[src/rtl/gpio_irq_pkg.sv]
package gpio_irq_pkg;

  localparam int REG_ADDR_W = 4;

  typedef enum logic [REG_ADDR_W-1:0] {
    REG_PIN    = 4'd0,
    REG_DIR    = 4'd1,
    REG_OUT    = 4'd2,
    REG_OUTSET = 4'd3,
    REG_OUTCLR = 4'd4,
    REG_IEN    = 4'd5,
    REG_IENSET = 4'd6,
    REG_IENCLR = 4'd7,
    REG_STAT   = 4'd8,
    REG_TRIG   = 4'd9,
    REG_POL    = 4'd10,
    REG_BOTH   = 4'd11
  } regIdx_e;

  // write strobes and read select from control to datapath
  typedef struct packed {
    logic    dir;
    logic    outSet;
    logic    outClr;
    logic    ienSet;
    logic    ienClr;
    logic    ack;
    logic    trig;
    logic    pol;
    logic    both;
    regIdx_e rdSel;
  } strobes_t;

endpackage

[src/rtl/gpio_irq_ctrl.sv]
module gpio_irq_ctrl
  import gpio_irq_pkg::*;
(
  input  logic [REG_ADDR_W-1:0] busAddr,
  input  logic                  busWe,
  output strobes_t              stb
);

  always_comb begin
    stb       = '0;
    stb.rdSel = regIdx_e'(busAddr);
    if (busWe) begin
      case (busAddr)
        REG_DIR:    stb.dir    = 1'b1;
        REG_OUTSET: stb.outSet = 1'b1;
        REG_OUTCLR: stb.outClr = 1'b1;
        REG_IENSET: stb.ienSet = 1'b1;
        REG_IENCLR: stb.ienClr = 1'b1;
        REG_STAT:   stb.ack    = 1'b1;
        REG_TRIG:   stb.trig   = 1'b1;
        REG_POL:    stb.pol    = 1'b1;
        REG_BOTH:   stb.both   = 1'b1;
        default:    ;
      endcase
    end
  end

endmodule

[src/rtl/gpio_irq_datapath.sv]
module gpio_irq_datapath
  import gpio_irq_pkg::*;
#(
  parameter int NUM_PINS = 32,
  parameter int DATA_W   = 32
) (
  input  logic                clk,
  input  logic                rstN,
  input  strobes_t            stb,
  input  logic [DATA_W-1:0]   wData,
  input  logic [NUM_PINS-1:0] pinIn,
  output logic [DATA_W-1:0]   rData,
  output logic [NUM_PINS-1:0] pinOut,
  output logic [NUM_PINS-1:0] pinOe,
  output logic [NUM_PINS-1:0] pendVec,
  output logic [NUM_PINS-1:0] ienVec,
  output logic [NUM_PINS-1:0] hitVec,
  output logic                irqOut
);

  logic [NUM_PINS-1:0] wBits;
  logic [NUM_PINS-1:0] meta, syncQ, prevQ;
  logic [NUM_PINS-1:0] dirQ, outQ, ienQ, pendQ;
  logic [NUM_PINS-1:0] trigQ, polQ, bothQ;
  logic [NUM_PINS-1:0] ackMask;
  logic                irqQ;

  assign wBits   = wData[NUM_PINS-1:0];
  assign ackMask = stb.ack ? wBits : '0;

  // input synchronizer and one-cycle history for edge detection
  always_ff @(posedge clk or negedge rstN) begin
    if (!rstN) begin
      meta  <= '0;
      syncQ <= '0;
      prevQ <= '0;
    end else begin
      meta  <= pinIn;
      syncQ <= meta;
      prevQ <= syncQ;
    end
  end

  // software-visible configuration
  always_ff @(posedge clk or negedge rstN) begin
    if (!rstN) begin
      dirQ  <= '0;
      outQ  <= '0;
      ienQ  <= '0;
      trigQ <= '0;
      polQ  <= '0;
      bothQ <= '0;
    end else begin
      if (stb.dir)    dirQ  <= wBits;
      if (stb.trig)   trigQ <= wBits;
      if (stb.pol)    polQ  <= wBits;
      if (stb.both)   bothQ <= wBits;
      if (stb.outSet) outQ  <= outQ | wBits;
      if (stb.outClr) outQ  <= outQ & ~wBits;
      if (stb.ienSet) ienQ  <= ienQ | wBits;
      if (stb.ienClr) ienQ  <= ienQ & ~wBits;
    end
  end

  // per-pin event detection
  for (genvar p = 0; p < NUM_PINS; p++) begin : g_pin
    logic rise, fall, edgeHit, levelHit;
    assign rise     = syncQ[p] & ~prevQ[p];
    assign fall     = ~syncQ[p] & prevQ[p];
    assign edgeHit  = bothQ[p] ? (rise | fall) : (polQ[p] ? rise : fall);
    assign levelHit = polQ[p] ? syncQ[p] : ~syncQ[p];
    assign hitVec[p] = ienQ[p] & (trigQ[p] ? edgeHit : levelHit);
  end

  // pending: a new event outranks an acknowledge in the same cycle
  always_ff @(posedge clk or negedge rstN) begin
    if (!rstN) begin
      pendQ <= '0;
      irqQ  <= 1'b0;
    end else begin
      pendQ <= (pendQ & ~ackMask) | hitVec;
      irqQ  <= |(pendQ & ienQ);
    end
  end

  always_comb begin
    rData = '0;
    case (stb.rdSel)
      REG_PIN:  rData[NUM_PINS-1:0] = syncQ;
      REG_DIR:  rData[NUM_PINS-1:0] = dirQ;
      REG_OUT:  rData[NUM_PINS-1:0] = outQ;
      REG_IEN:  rData[NUM_PINS-1:0] = ienQ;
      REG_STAT: rData[NUM_PINS-1:0] = pendQ;
      REG_TRIG: rData[NUM_PINS-1:0] = trigQ;
      REG_POL:  rData[NUM_PINS-1:0] = polQ;
      REG_BOTH: rData[NUM_PINS-1:0] = bothQ;
      default:  rData = '0;
    endcase
  end

  assign pinOut  = outQ;
  assign pinOe   = dirQ;
  assign pendVec = pendQ;
  assign ienVec  = ienQ;
  assign irqOut  = irqQ;

endmodule

[src/rtl/gpio_irq_bank.sv]
module gpio_irq_bank
  import gpio_irq_pkg::*;
#(
  parameter int NUM_PINS = 32,
  parameter int DATA_W   = 32
) (
  input  logic                  clk,
  input  logic                  rstN,
  input  logic [REG_ADDR_W-1:0] busAddr,
  input  logic                  busWe,
  input  logic [DATA_W-1:0]     busWdata,
  output logic [DATA_W-1:0]     busRdata,
  input  logic [NUM_PINS-1:0]   pinIn,
  output logic [NUM_PINS-1:0]   pinOut,
  output logic [NUM_PINS-1:0]   pinOe,
  output logic                  irqOut
);

  strobes_t            stb;
  logic [NUM_PINS-1:0] pendVec, ienVec, hitVec;

  gpio_irq_ctrl u_ctrl (
    .busAddr (busAddr),
    .busWe   (busWe),
    .stb     (stb)
  );

  gpio_irq_datapath #(
    .NUM_PINS (NUM_PINS),
    .DATA_W   (DATA_W)
  ) u_dp (
    .clk     (clk),
    .rstN    (rstN),
    .stb     (stb),
    .wData   (busWdata),
    .pinIn   (pinIn),
    .rData   (busRdata),
    .pinOut  (pinOut),
    .pinOe   (pinOe),
    .pendVec (pendVec),
    .ienVec  (ienVec),
    .hitVec  (hitVec),
    .irqOut  (irqOut)
  );

endmodule

[config.mk]
export PLATFORM = sky130hd
export DESIGN_NAME = gpio_irq_bank
export DESIGN_NICKNAME = d
export VERILOG_FILES = /design/src/rtl/gpio_irq_pkg.sv /design/src/rtl/gpio_irq_ctrl.sv /design/src/rtl/gpio_irq_datapath.sv /design/src/rtl/gpio_irq_bank.sv
export SDC_FILE = /design/constraint.sdc
export NUM_CORES = 1
export LEC_CHECK = 0
export BUFFER_PORTS_ARGS = -buffer_cell sky130_fd_sc_hd__buf_4
export CAP_MARGIN = 25
export CELL_PAD_IN_SITES_DETAIL_PLACEMENT = 1
export CELL_PAD_IN_SITES_GLOBAL_PLACEMENT = 2
export CORE_ASPECT_RATIO = 1.75
export CORE_MARGIN = 8
export CORE_UTILIZATION = 40
export CTS_CLUSTER_SIZE = 40
export DETAILED_ROUTE_END_ITERATION = 8
export PLACE_DENSITY = 0.91
export SLEW_MARGIN = 40
export SYNTH_ARGS = -nofsm -noshare
export SYNTH_HDL_FRONTEND = slang
export SYNTH_HIERARCHICAL = 1
export SYNTH_SLANG_ARGS = --single-unit
[constraint.sdc]
create_clock -name clk -period 1.91 [get_ports clk]
set_input_delay 0.2865 -clock clk [delete_from_list [all_inputs] [get_ports clk]]
set_output_delay 0.2865 -clock clk [all_outputs]
set_load 0.01 [all_outputs]
==> results summary, run 1 <==
The die is 163 µm wide. The final hold violation count came out at 0. The final routed wire length divided by cell count came out at between 20 and 25 µm. The count of final max-slew check failures came out at 0. The routed layout has roughly 12000 vias. For this design, the sink count on the clock tree is around 320. The path type of the worst setup path is reg2out. STA classifies the critical path endpoint as a primary output. The aggregate global-route resource usage is about 23%. The total routed wirelength came out at 51600 µm. The standard cell core area came out at around 38000 µm². The worst endpoint required time came out at 1.62 ns. The number of placed instances, taps included, is approximately 1900. The data arrival time of the critical path is slightly below 2 ns. The checks that failed: negative setup slack.

The length of routed wiring on met1 came out at between 15000 and 20000 µm. The detail route stage leaves a number of antenna-violating nets equal to 0. The maximum operating frequency came out at approximately 450 MHz. After clock tree synthesis, the clock-pin slew on the worst setup and hold paths is ~0.07 ns.

The total met3 wirelength after detailed routing is 2640 µm. The synthesis warning total is 6. The number of inserted filler cells in the final layout came out at 3899. The clock skew came out at 0.00919 ns. The HPWL reported at the end of detailed placement came out at roughly 34000 µm. The die area came out at about 45000 µm². Among cell families on the critical path, the largest total delay comes from flip-flops.

The total DRC errors in the routed layout is 0. The detailed router finished its first iteration with about 800 violations. The final worst-path setup slack is -0.313 ns. The number of max-capacitance violations reported is 0. The cell sitting at the root of the clock tree is a clkbuf_16. Of the cells placed in the final design, the portion with a size suffix greater than 1 is between 30% and 40%. The portion of total power attributed to the clock network came out at around a third. The setup-violating endpoint count in the final report came out at 32. The chip height is approximately 270 µm. Summed over all failing endpoints, the final setup total negative slack is -7.09 ns. The first detailed-routing pass ran for 9 iterations. The maximum level of the CTS H-tree came out at 1.

The largest stage delay on the critical path came out at roughly 0.41 ns. A synthesized cell averages around 12 µm². Synthesis produced a netlist with a net count of 1426. The area added between synthesis and finish is 27.9%.

The post-route cell area came out at slightly below 20000 µm². The count of standard-cell rows came out at between 90 and 100. The peak ir drop on the vdd network came out at approximately 0.89 mV. The I/O pin count came out at ~170. The worst hold path belongs to the class in2async. After layout, the minimum clock period comes to between 2 and 2.5 ns. STA classifies the critical path startpoint as a flip-flop. The later-pin clock latency in the skew report is 0.57 ns. The internal portion of the total power is approximately 14 mW. For the pin with the worst max-slew slack, the measured transition is 0.472 ns. The final net count is between 1500 and 2000. The worst path buffer plus inverter count is 1. The number of antenna violations at the first check in global routing came to 3. The via count of the first global-routing pass came out at ~14000.

After detailed routing, the met2 layer carries roughly 28000 µm of wire. Global routing finished with a remaining overflow of 0. Summed over all cells, the static leakage comes to 8.82 nW. The fraction of power spent switching nets is a little under a third. The first global-routing pass estimated 79900 µm of wire. The cell area after placement is ~17000 µm².

The worst pin sits at a relative slew slack of 68.5%. Of the total power, registers draw 45.5%. The slowest library cell on the worst path is dfrtp_1. The share of total power in combinational logic came out at ~23%. Routed signal wires occupy layers up through met4. The power after layout came out at between 20 and 25 mW. The longest clock path from root to sink contains 3 buffers. The post-route fraction of the period consumed by the critical path came out at 116%. The final weighted congestion of routability-driven global placement came out at 0.856. The non-filler instance count after layout came out at roughly 2100.

The run finished, with violations left. The power density over cell area came out at about 1100 nW/µm². The maximum number of pins on one net before global-route repair is 54.

The clock buffer count from CTS is 31. The number of port buffers is 167. Setup repair after global routing could not meet its margin everywhere.

The starting utilization of the core area is between 40% and 50%. Before CTS, the worst setup slack after placement is -0.0792 ns. The largest fanout on the critical path is 4.

The number of cells produced by synthesis came out at about 1300. The TritonCTS clock tree is built. The cell area after synthesis came out at roughly 15000 µm². Traced cell by cell, the critical path runs through mux2_4 -> a222oi_1 -> nand3_1 -> buf_4.

Using the TritonRoute via totals, the vias-per-cell ratio works out to between 5 and 6. The switching power is approximately 6.2 mW.
-- per-stage QoR --
| stage | util [%] | hold WS, ns |
|---|---|---|
| 4_1_cts | 51.8 | 0.244 |
| 3_3_place_gp | 45.9 | 0.243 |
| 3_5_place_dp | 45.9 | 0.244 |
| 6_report | 51.9 | 0.236 |
| 5_1_grt | 51.9 | 0.270 |
| 2_1_floorplan | - | -0.00909 |
-- layer usage --
layer | GRT usage, % | vias up
met3 | 3.44 | 137
met4 | 12.2 | 0
met5 | 0 | -
met1 | 24.2 | 6182
li1 | - | 5215
met2 | 42.5 | 405
-- power groups by stage --
stage / registers (mW) / clock network (mW) / logic, mW
5_1_grt: 9.53 / 6.92 / 5.05
4_1_cts: 9.35 / 6.67 / 4.61
2_1_floorplan: 9.17 / 0 / 2.24
3_3_place_gp: 9.55 / 0 / 3.68
3_5_place_dp: 9.62 / 0 / 3.88
6_report: 9.37 / 6.55 / 4.66
-- path summary, 6_finish.rpt --
check | startpoint | endpoint | slack (ns) | depth (start not counted)
max | u_dp/trigQ[21] | busRdata[21] | -0.31 | 4
min | rstN | u_dp/pendVec[17] | 0.24 | 2
max reg2reg | u_dp/pendVec[15] | u_dp/irqOut | 0.14 | 4
min reg2reg | u_dp/meta[16] | u_dp/syncQ[16] | 0.35 | 0
min in group clk | u_dp/meta[16] | u_dp/syncQ[16] | 0.35 | 0
max in group asynchronous | rstN | u_dp/pendVec[8] | 0.95 | 3
-- layout by cell type (no fill, tap or decap), types with 22 or more instances in the layout --
| cell | n |
|---|---|
| o211ai_1 | 32 |
| ha_1 | 64 |
| mux2_2 | 106 |
| nand3b_1 | 34 |
| a211oi_1 | 32 |
| nand3_1 | 64 |
| a222oi_1 | 32 |
| dlygate4sd3_1 | 65 |
| inv_1 | 64 |
| a21oi_1 | 128 |
| mux2_4 | 32 |
| a22oi_1 | 80 |
| buf_4 | 241 |
| dfrtp_1 | 313 |
| nand2_1 | 97 |
| xnor2_1 | 32 |
| mux2_1 | 22 |
| nor2b_1 | 32 |
| clkbuf_16 | 31 |
-- worst reg2reg max path, stage by stage, from the launching register on --
cell and delay (ns):
dfrtp_1 0.41, buf_4 0.15, a22oi_1 0.36, nand4_1 0.19, or4_1 0.52
-- layout make-up --
cell class / count / area (µm²) / area share (%)
Clock buffer: 46 / 942 / 4.84
Antenna cell: 3 / 7.51 / 0.0385
Timing Repair Buffer: 342 / 3050 / 15.7
Inverter: 64 / 240 / 1.23
Tap cell: 480 / 601 / 3.08
Clock inverter: 11 / 140 / 0.720
Sequential cell: 321 / 8040 / 41.3
Multi-Input combinational cell: 811 / 6450 / 33.1
-- timing repair --
item	in CTS	in global routing
endpoints found under the setup margin	32	32
pin swaps	61	3
gates resized for setup	15	9
buffers inserted	57	1
hold buffers	65	0
hold endpoints to repair	157	0
(Power assumes the default switching activity.)
==> inputs of run 2 (changes only) <==
--- a/config.mk
+++ b/config.mk
@@ -14,7 +14,8 @@
 export CORE_UTILIZATION = 40
 export CTS_CLUSTER_SIZE = 40
 export DETAILED_ROUTE_END_ITERATION = 8
-export PLACE_DENSITY = 0.91
+export HOLD_SLACK_MARGIN = 0.1
+export PLACE_DENSITY_LB_ADDON = 0.1
 export SLEW_MARGIN = 40
 export SYNTH_ARGS = -nofsm -noshare
 export SYNTH_HDL_FRONTEND = slang
==> run 2 against run 1 <==
Compared with the run above: largest power group unchanged; critical path depth did not move; total power increased by 0.55%; the run still ends with negative setup slack left; core utilization increased by 0.31 points; routed wire length decreased by 2.3%.
==> results summary, run 2 (synthesized netlist as in run 1, its figures left out) <==
The run finished, with violations left. The setup path with the least slack is of type reg2out. The number of port buffers came out at 167 (unchanged).

The worst path buffer plus inverter count was 1 (unchanged). The portion of total power attributed to the clock network came out at 32.9% (+1.1 points). The leakage power came out at 8.89 nW (+0.75%).

The path class of the tightest hold or removal check is in2async. The total routed wirelength came to 50400 µm (-2.3%). The count of antenna diodes in the layout came to 0 (-3). The largest fanout on the critical path is 2 (-2).

Walking the worst path, the cells encountered are mux2_4 -> a222oi_1 -> nand3_1 -> buf_4. The clock buffer count from CTS is 35 (+13%). Setup repair after global routing could not meet its margin everywhere. The final worst-path setup slack came out at -0.275 ns (+0.0385 ns). The chip height is 274 µm (unchanged).

The number of max-capacitance violations reported is 0 (unchanged). The count of standard-cell rows came out at 94 (unchanged). The sum of negative setup slack came out at -4.96 ns (+2.13 ns). The library cell used most frequently in the layout, excluding fill and tap cells, is dfrtp_1. The global-route wire length before repair came out at 78700 µm (-1.5%). The maximum number of pins on one net before global-route repair is 65 (+20%). The post-route fraction of the period consumed by the critical path was 114% (-2.0 points). The capturing element type of the critical path is a primary output. The fraction of power spent switching nets is 29.7% (-0.57 points). The measured slew at the worst slew-check pin is 0.406 ns (-0.0654 ns).

The area taken by flip-flops and latches came out at 8040 µm² (unchanged). The relative max-transition margin is 72.9% (+4.4 points). The I/O pin count came to 168 (unchanged). The ratio of routed vias to standard cells is 5.64 (-1.9%).

The largest stage delay on the critical path is 0.41 ns (about the same). The die area is 44800 µm² (unchanged). The slowest library cell on the worst path is dfrtp_2.

The number of antenna violations at the first check in global routing is 0 (-3). The final global-route overflow total is 0 (unchanged). The remaining antenna violation count is 0 (unchanged). The maximum level of the CTS H-tree is 2 (+1).

The final net count came out at 1717 (+0.64%). The flop-to-flop setup slack came out at 0.27 ns (+0.13 ns). The number of sinks handled by clock tree synthesis is 321 (unchanged). The category of the worst setup path launch point is a flip-flop. The endpoint of the lowest-slack register-to-register path is u_dp/irqOut. The later-pin clock latency in the skew report came out at 0.53 ns (-0.04 ns). The total DRC errors in the routed layout was 0 (unchanged). The number of buffers between clock root and the deepest sink came out at 3 (unchanged). The register share of total power is 45.1% (-0.4 points). The post-placement worst setup slack is -0.0712 ns (+0.00796 ns).

The clock-pin slew of the registers on the worst-case setup and hold paths is 0.06 ns (about the same). The aggregate global-route resource usage is 22.9% (about the same). The power after layout came out at 20.7 mW (+0.55%). The peak ir drop on the vdd network was 0.763 mV (-15%). The worst endpoint required time is 1.62 ns (about the same). The internal power contribution is 14.6 mW (+1.4%). The clock period minus worst slack was 2.18 ns (-0.0385 ns). The share of total power in combinational logic is 22.0% (-0.6 points).

The switching power was 6.14 mW (-1.3%). The number of inserted filler cells in the final layout is 3940 (+1.1%). The data arrival time of the critical path came out at 1.90 ns (-0.04 ns). The starting utilization of the core area came out at 40.6% (unchanged). The power density over cell area is 1060 nW/µm² (about the same).

The maximum operating frequency is 458 MHz (+1.8%). The number of detailed-route iterations in the first pass came to 5 (-4). The width of the chip came out at 163 µm (unchanged). The checks that failed: negative setup slack. The first element of the critical path is u_dp/pendVec[0]. The ratio of cells with drive above 1 in the final layout is 30.9% (+0.29 points).

The final core utilization is 52.2% (+0.31 points). The clock skew came to 0.0154 ns (+0.00626 ns). The final hold violation count is 0 (unchanged). The setup-violating endpoint count in the final report came out at 32 (unchanged). The root buffer cell is clkbuf_16.

In the layout the commonest cells are 313 x dfrtp_1, 253 x buf_4, 128 x a21oi_1. The via count of the first global-routing pass came out at 13300 (-3.6%). The starting DRC count in detailed routing is 552 (-31%). The total vias in the final route is 11800 (-1.5%). The TritonCTS clock tree is built.

The standard cell core area is 37500 µm² (unchanged). The HPWL reported at the end of detailed placement came to 34400 µm (+0.33%). The final weighted congestion of routability-driven global placement was 0.799 (-6.7%). On the critical path the largest part of the delay comes from flip-flops. The total area of multi-input combinational cells is 6450 µm² (unchanged). The startpoint identified for the worst register-to-register timing path is u_dp/pendVec[31]. The final routed wire length divided by cell count is 24.2 µm (-2.6%). The area added between synthesis and finish came out at 28.7%.

The count of final max-slew check failures came out at 0 (unchanged). The final hold slack came out at 0.242 ns (+0.00548 ns). The number of cells on the worst reg-to-reg path came to 5 (+1).
[run 2: how the worst max path moves through the flow]
stage | slack [ns] | end | depth (start not counted)
2_1_floorplan | 0.19 | busRdata[0] | 6
3_3_place_gp | -0.06 | busRdata[0] | 6
3_5_place_dp | -0.07 | busRdata[11] | 7
4_1_cts | -0.31 | busRdata[0] | 4
5_1_grt | -0.35 | busRdata[30] | 4
6_report | -0.27 | busRdata[0] | 4
[run 2: power by group through the flow]
stage	clock, mW	combinational, mW	sequential (mW)
CTS	6.99	4.59	9.34
detailed placement	0	3.91	9.59
finish	6.80	4.55	9.33
floorplan	0	2.24	9.17
global route	7.22	5.00	9.52
global placement	0	3.80	9.56
[run 2: layout make-up]
cell class	instances	area share (%)
sequential	321	41.1
multi-input combinational	811	32.9
timing repair buffer	349	15.9
clock buffer	57	5.72
tap	480	3.07
inverter	64	1.23
clock inverter	4	0.121
[run 2: what timing repair did]
action	4_1_cts	5_1_grt
pin swaps	62	8
setup buffers	56	3
hold endpoints to repair	545	0
gates resized for setup	14	2
setup endpoints to repair	32	32
hold buffers	65	0
[run 2: metrics by stage]
stage	instance area, µm²	cells
floorplan	15200	1291
global placement	17300	1901
detailed placement	17300	1901
CTS	19600	2083
global route	19600	2086
finish	19600	2086
[run 2: metal layers]
metal	global-route usage, %	wire length [µm]	up-vias	part of all wire [%]
met1	25.0	18900	6145	38
met4	9.49	1920	0	3.8
met2	42.9	27600	287	55
li1	-	-	5223	-
met5	0	0	-	0
met3	3.50	1970	103	3.9
